<file path="src/rtl/prefix_adder_pkg.sv">
package prefix_adder_pkg;

    // Number of span-doubling stages needed to cover a W-bit word
    function automatic int unsigned stage_count(input int unsigned width);
        int unsigned n;
        n = 0;
        while ((1 << n) < width) n++;
        return n;
    endfunction

    // Combine an upper group (g_hi,p_hi) with the group directly below it
    function automatic logic [1:0] merge_group(input logic g_hi, input logic p_hi,
                                               input logic g_lo, input logic p_lo);
        return {g_hi | (p_hi & g_lo), p_hi & p_lo};
    endfunction

endpackage

</file>
<file path="src/rtl/pg_cells.sv">
module pg_cells #(
    parameter int unsigned W = 32
) (
    input  logic [W-1:0] op_x,
    input  logic [W-1:0] op_y,
    input  logic         carry_in,
    output logic [W-1:0] bit_gen,
    output logic [W-1:0] bit_prop,
    output logic [W-1:0] seed_gen
);
    // Per-bit generate and propagate
    assign bit_gen  = op_x & op_y;
    assign bit_prop = op_x ^ op_y;

    // Carry-in folded into bit 0 as a generate term from below
    generate
        if (W > 1) begin : g_upper
            assign seed_gen[W-1:1] = bit_gen[W-1:1];
        end
    endgenerate
    assign seed_gen[0] = bit_gen[0] | (bit_prop[0] & carry_in);

endmodule

</file>
<file path="src/rtl/prefix_stage.sv">
module prefix_stage
    import prefix_adder_pkg::*;
#(
    parameter int unsigned W    = 32,
    parameter int unsigned SPAN = 1
) (
    input  logic [W-1:0] grp_gen_in,
    input  logic [W-1:0] grp_prop_in,
    output logic [W-1:0] grp_gen_out,
    output logic [W-1:0] grp_prop_out
);
    for (genvar i = 0; i < W; i++) begin : g_cell
        if (i >= SPAN) begin : g_merge
            logic [1:0] merged;
            assign merged          = merge_group(grp_gen_in[i], grp_prop_in[i],
                                                 grp_gen_in[i-SPAN], grp_prop_in[i-SPAN]);
            assign grp_gen_out[i]  = merged[1];
            assign grp_prop_out[i] = merged[0];
        end else begin : g_clip
            // Group already reaches bit 0: nothing below to merge
            assign grp_gen_out[i]  = grp_gen_in[i];
            assign grp_prop_out[i] = grp_prop_in[i];
        end
    end

endmodule

</file>
<file path="src/rtl/sum_cells.sv">
module sum_cells #(
    parameter int unsigned W = 32
) (
    input  logic [W-1:0] bit_prop,
    input  logic [W-1:0] carry_vec,
    output logic [W-1:0] sum_bits
);
    assign sum_bits = bit_prop ^ carry_vec;

endmodule

</file>
<file path="src/rtl/prefix_adder.sv">
module prefix_adder
    import prefix_adder_pkg::*;
#(
    parameter int unsigned W = 32
) (
    input  logic [W-1:0] a,
    input  logic [W-1:0] b,
    input  logic         cin,
    output logic [W-1:0] sum,
    output logic         cout
);
    localparam int unsigned STAGES = stage_count(W);

    logic [W-1:0]           gen_bit;
    logic [W-1:0]           prop_bit;
    logic [W-1:0]           gen_seed;
    logic [STAGES:0][W-1:0] gen_lvl;
    logic [STAGES:0][W-1:0] prop_lvl;
    logic [W:0]             carry;

    pg_cells #(.W(W)) u_pg (
        .op_x     (a),
        .op_y     (b),
        .carry_in (cin),
        .bit_gen  (gen_bit),
        .bit_prop (prop_bit),
        .seed_gen (gen_seed)
    );

    assign gen_lvl[0]  = gen_seed;
    assign prop_lvl[0] = prop_bit;

    for (genvar s = 0; s < STAGES; s++) begin : g_stage
        prefix_stage #(.W(W), .SPAN(1 << s)) u_stage (
            .grp_gen_in   (gen_lvl[s]),
            .grp_prop_in  (prop_lvl[s]),
            .grp_gen_out  (gen_lvl[s+1]),
            .grp_prop_out (prop_lvl[s+1])
        );
    end

    // Carry into bit i+1 is the full-prefix generate ending at bit i
    assign carry[0]   = cin;
    assign carry[W:1] = gen_lvl[STAGES];

    sum_cells #(.W(W)) u_sum (
        .bit_prop  (prop_bit),
        .carry_vec (carry[W-1:0]),
        .sum_bits  (sum)
    );

    assign cout = carry[W];

endmodule

</file>
<file path="config.mk">
export PLATFORM = sky130hd
export DESIGN_NAME = prefix_adder
export DESIGN_NICKNAME = d
export VERILOG_FILES = /design/src/rtl/prefix_adder_pkg.sv /design/src/rtl/pg_cells.sv /design/src/rtl/prefix_stage.sv /design/src/rtl/sum_cells.sv /design/src/rtl/prefix_adder.sv
export SDC_FILE = /design/constraint.sdc
export NUM_CORES = 1
export LEC_CHECK = 0
export ABC_AREA = 0
export BUFFER_PORTS_ARGS = -buffer_cell sky130_fd_sc_hd__buf_4
export CAP_MARGIN = 20
export CORE_ASPECT_RATIO = 0.8
export CORE_UTILIZATION = 49
export DETAILED_ROUTE_END_ITERATION = 6
export PLACE_DENSITY = 0.85
export SLEW_MARGIN = 20
export SYNTH_ARGS = -nofsm -noshare
export SYNTH_HDL_FRONTEND = slang
export SYNTH_SLANG_ARGS = --single-unit
</file>
<file path="constraint.sdc">
create_clock -name vclk -period 3.8
set_clock_uncertainty 0.2 [all_clocks]
set_input_delay 0.57 -clock vclk [all_inputs]
set_output_delay 0.57 -clock vclk [all_outputs]
set_load 0.02 [all_outputs]
</file>
==> run metrics, run 1 <==
run status=complete, no violations; crit path time final=3.75 ns; Nets=476; final wirelength=6200 µm; Tot Pwr=0.000646 W; routed vias=2,505; VDD IR-drop max=0.139 mV; Synth area leaders=ha_1 (20%), a21oi_1 (8.0%), xnor2_1 (5.4%), a21o_1 (4.6%), nor2_1 (4.0%); DR pass1 iterations=4; share of layout cells above drive strength 1=35.1%; Final ANT Viol Nets=0; met2 WL=2890 µm; slowest stage delay, CP=0.40 ns; slowest CP cell=fa_2; initial drt markers=180; initial cell density of the core=51.2%; Avg Inst Size Synth=7.24 µm²; P&R area growth vs syn=46.1%; Core Region=0.00380 mm²; ANT cells=0; initial antenna violation count=0; WP data arrival=2.98 ns; total track usage=27.4%; HPWL after DPL=5240 µm; Hold Slack=1.34 ns; Inst Count DP=428; I/O pins=98; final worst-path cycle share=98.8%; cell family with most CP delay=compound AO/OA/AOI/OAI gates; wire length on met3=414 µm; number of global-route vias before repair=2,197; # hold bufs at CTS=0; final worst slack=0.0461 ns; Worst Tran Pin Value=0.519 ns; Layout fillers=334; via density per instance=5.81; FMAX=266 MHz; startpoint types=input pin; Routed wire per std cell=14.4 µm; Mapped Area=0.00195 mm²; Worst EP required=3.03 ns; Syn Inst Count=269; row cnt=20; multi-input combinational cell area=0.00186 mm²; CP Capture Type=output port; top cell type's share of synthesized area=19.9%; CP Max Fanout=4; RSZ-0062 raised after global routing=true; Residual DRC=0; max cap viols=0; cell taking the most area after synthesis=ha_1; Non-Filler Instances=431; power per cell area=227 mW/mm²; CP bufs+invs=2; TNS Setup=0 ns; die height=58.4 µm; first-pass GRT wire length=9560 µm; maximum number of pins on one net before global-route repair=11; Seq/Total Area, Yosys=0%; # setup viols final=0; Port-buffer cells=98; Synth warnings=0; Leak=1.41 nW; WL met1=2840 µm; Placement Setup Slack=-0.124 ns; Max Slew Vio Count=0; Final Hold Viols=0; cell-by-cell trace of the critical path=buf_6, fa_2, fa_2, a21o_1, a221oi_4, and3b_1, a221oi_2, o2bb2ai_2, nor2_1, a311o_1, buf_6; max layer used=met4; FF/Latch Area=0 µm²; CLK BUF=0; Slew headroom=64.5%; Die X=72.5 µm; syn_nets=367; num sequential=0; WS Path Type=input pin to output port; worst hold-check path type=input pin to output port; Overflow after GRT=0; Synth cell types=62; die area=0.00423 mm²; gp weighted congestion=0.888
## where the power goes
part / switching, W / internal (W) / leakage, nW
registers: 0 / 0 / 0
clock network: 0 / 0 / 0
logic: 0.000343 / 0.000303 / 1.41
total: 0.000343 / 0.000303 / 1.41
## routing by layer
metal | track usage [%] | up-vias
met2 | 47.9 | 115
li1 | - | 1249
met3 | 1.71 | 6
met4 | 4.20 | 0
met1 | 37.8 | 1135
met5 | 0 | -
## cells in the final DEF, fill, tap and decap left out, types with 2 or more instances in the layout
cell / instances
nand3_1: 6
a21oi_2: 2
mux2i_1: 4
o211a_1: 2
xor2_1: 9
nand2_1: 19
o221ai_1: 3
buf_6: 3
a31oi_1: 4
fa_2: 2
buf_4: 113
nor2_1: 21
o21a_1: 2
a21oi_1: 30
o311ai_1: 2
inv_1: 9
o21ai_0: 5
a221oi_1: 3
o211ai_1: 3
ha_1: 30
and3_1: 5
a21o_1: 12
nor3_1: 12
nand4_1: 5
o21ai_1: 6
nor4_1: 2
a311o_1: 3
nor2b_1: 6
o21bai_1: 4
or2_1: 2
nand2b_1: 4
and2_1: 2
xnor2_1: 12
and3b_1: 2
## final timing paths
kind	start	endpoint	slack, ns	cells after the start
max	cin	sum[30]	0.05	11
min	cin	sum[0]	1.34	3
## final cells by class
type,instances,area share [%]
tap,55,2.42
timing repair buffer,116,31.0
inverter,9,1.19
multi-input combinational,251,65.4
## Yosys cell counts (5+ instances only)
master and n:
a21oi_1 31, o21ai_0 5, nand4_1 5, and3_1 5, nand2_1 19, xor2_1 9, inv_1 9, nand3_1 6
xnor2_1 12, nor2_1 21, ha_1 31, o21ai_1 6, nor2b_1 6, a21o_1 12, nor3_1 12
## cell families (layout without fill, tap and decap cells)
| kind of cell | count (synthesis) | count (layout) | share of synthesized area, % |
|---|---|---|---|
| AO/OA/AOI/OAI | 96 | 96 | 35.2 |
| XOR/XNOR | 21 | 21 | 9.44 |
| adder cells (fa/ha/maj) | 33 | 33 | 22.0 |
| buffers and inverters | 18 | 125 | 5.01 |
| multiplexers | 5 | 5 | 2.63 |
| AND/OR/NAND/NOR | 96 | 96 | 25.8 |
## repair_timing
item	in CTS	in global routing
setup endpoints to repair	7	7
setup buffers	2	1
resized for setup	2	6
pin swaps	2	6
## per-stage QoR
| stage | instance area (µm²) | utilization, % |
|---|---|---|
| 5_1_grt | 2850 | 74.8 |
| 4_1_cts | 2820 | 74.2 |
| 2_1_floorplan | 1950 | - |
| 3_3_place_gp | 2800 | 73.7 |
| 3_5_place_dp | 2800 | 73.7 |
| 6_report | 2850 | 74.8 |
Power figures use the tool's default switching activity.
==> run 2: changes to the inputs <==
--- a/config.mk
+++ b/config.mk
@@ -6,12 +6,13 @@
 export NUM_CORES = 1
 export LEC_CHECK = 0
 export ABC_AREA = 0
+export ABC_CLOCK_PERIOD_IN_PS = 3200
 export BUFFER_PORTS_ARGS = -buffer_cell sky130_fd_sc_hd__buf_4
 export CAP_MARGIN = 20
 export CORE_ASPECT_RATIO = 0.8
-export CORE_UTILIZATION = 49
+export CORE_UTILIZATION = 44
 export DETAILED_ROUTE_END_ITERATION = 6
-export PLACE_DENSITY = 0.85
+export PLACE_DENSITY = 0.81
 export SLEW_MARGIN = 20
 export SYNTH_ARGS = -nofsm -noshare
 export SYNTH_HDL_FRONTEND = slang
==> constraint.sdc (replaced) <==
create_clock -name vclk -period 3.2
set_clock_uncertainty 0.2 [all_clocks]
set_input_delay 0.48 -clock vclk [all_inputs]
set_output_delay 0.48 -clock vclk [all_outputs]
set_load 0.02 [all_outputs]
==> run metrics, run 2 (same netlist as run 1, synthesis figures left out) <==
Min-Delay Endpoint=sum[0]; initial drt markers=134; startpoint types=input pin; Max Slew Vio Count=0; P&R area growth vs syn=73.0%; met2 usage=46.3%; WP data arrival=2.91 ns; initial cell density of the core=46.3%; Routed wire per std cell=14.7 µm; final worst-path cycle share=112%; share of layout cells above drive strength 1=47.0%; die area=0.00470 mm²; GRT busiest layer=met2; RSZ-0062 raised after global routing=true; run status=finished with violations; most used cell, CP=buf_6; CP Max Fanout=3; HPWL after DPL=5430 µm; Die X=76.4 µm; Final Hold Viols=0; slowest CP cell=fa_2; Hold Slack=1.15 ns; CP Capture Type=output port; worst hold-check path type=input pin to output port; Final Instance Area=0.00337 mm²; final worst slack=-0.390 ns; row cnt=21; total track usage=25.8%; I/O pins=98; # setup viols final=22; via density per instance=5.72; most frequent cells in the layout=buf_4 (139), ha_1 (31), a21oi_1 (26), nor2_1 (20), nand2_1 (19); most common cell after layout, fill and taps aside=buf_4; power per cell area=268 mW/mm²; num sequential=0; Slew headroom=59.5%; final wirelength=6890 µm; Layout fillers=276; Core Region=0.00420 mm²; FMAX=279 MHz; maximum number of pins on one net before global-route repair=11; met3 capacity usage during global routing=3.85%; Worst Tran Pin Value=0.593 ns; cell-by-cell trace of the critical path=buf_6, fa_2, buf_4, a211o_1, a21oi_4, a211oi_4, o31a_1, o211ai_1, mux2i_1, nand2_1, buf_6; slowest stage delay, CP=0.39 ns; crit path time final=3.59 ns; max cap viols=0; WS Path Type=input pin to output port; routed vias=2,690; first-pass GRT wire length=10,100 µm; Nets=513; number of global-route vias before repair=2,344; Port-buffer cells=98; initial antenna violation count=0; ANT cells=0; cell family with most CP delay=compound AO/OA/AOI/OAI gates; gp weighted congestion=0.948; failing checks=setup timing; Overflow after GRT=0; # hold bufs at CTS=0; CLK BUF=0; Worst EP required=2.52 ns; Hold Crit Start=b[0]; placed cell area=0.00308 mm²; hold path depth=3; die height=61.5 µm; VDD IR-drop max=0.197 mV; FF/Latch Area=0 µm²; Final ANT Viol Nets=0; CP bufs+invs=3; Residual DRC=0; Leak=1.66 nW; grt met1 use=33.6%; DR pass1 iterations=5
[run 2: cell types whose count changed in the layout (fill, tap and decap cells not counted), moves of 3 or more]
cell,before,now
buf_6,3,14
o21ai_2,0,3
xnor2_2,0,3
o21ai_1,6,3
xnor2_1,12,9
buf_4,113,139
nor2b_1,6,3
a21oi_1,30,26
a21oi_2,2,5
[run 2: how the worst max path moves through the flow]
stage	from	end	slack [ns]	depth (start not counted)
CTS	cin	sum[24]	-0.41	12
global placement	a[0]	sum[24]	-0.42	12
detailed placement	a[0]	sum[24]	-0.48	12
finish	cin	sum[21]	-0.39	11
global route	cin	sum[21]	-0.46	11
floorplan	a[0]	sum[30]	-0.25	9
[run 2: cell type report]
cell class         count  area [µm²]  area share, %
well taps             57        71.3           2.12
inverters              9        33.8           1.00
repair buffers       153        1200           35.6
multi-input cells    251        2060           61.2
[run 2: routing by layer]
metal	part of all wire, %	wire, µm
met1	42	2920
met2	48	3280
met3	7.7	531
met4	2.3	156
met5	0	0
[run 2: repair_timing]
action | in CTS | in global routing
setup endpoints to repair | 23 | 24
pin swaps | 10 | 19
setup buffers | 1 | 5
gates resized for setup | 6 | 43
cloned | 0 | 0
[run 2: stage by stage]
stage | power, W | utilization (%) | setup TNS [ns] | instances | worst slack (ns)
detailed placement | 0.000807 | 73.2 | -6.70 | 464 | -0.482
finish | 0.000905 | 80.2 | -5.39 | 470 | -0.390
global route | 0.000965 | 80.2 | -7.27 | 470 | -0.460
global placement | 0.000791 | 73.2 | -5.91 | 464 | -0.424
floorplan | 0.000468 | - | -0.499 | 269 | -0.249
CTS | 0.000824 | 74.2 | -5.76 | 465 | -0.412
[run 2: tightest hold or removal path, cell delays in order]
cell and delay [ns]:
buf_6 0.07, fa_2 0.18, buf_4 0.13
[run 2: where the power goes]
part	switching, W	internal [W]
clock network	0	0
logic	0.000461	0.000444
registers	0	0
total	0.000461	0.000444
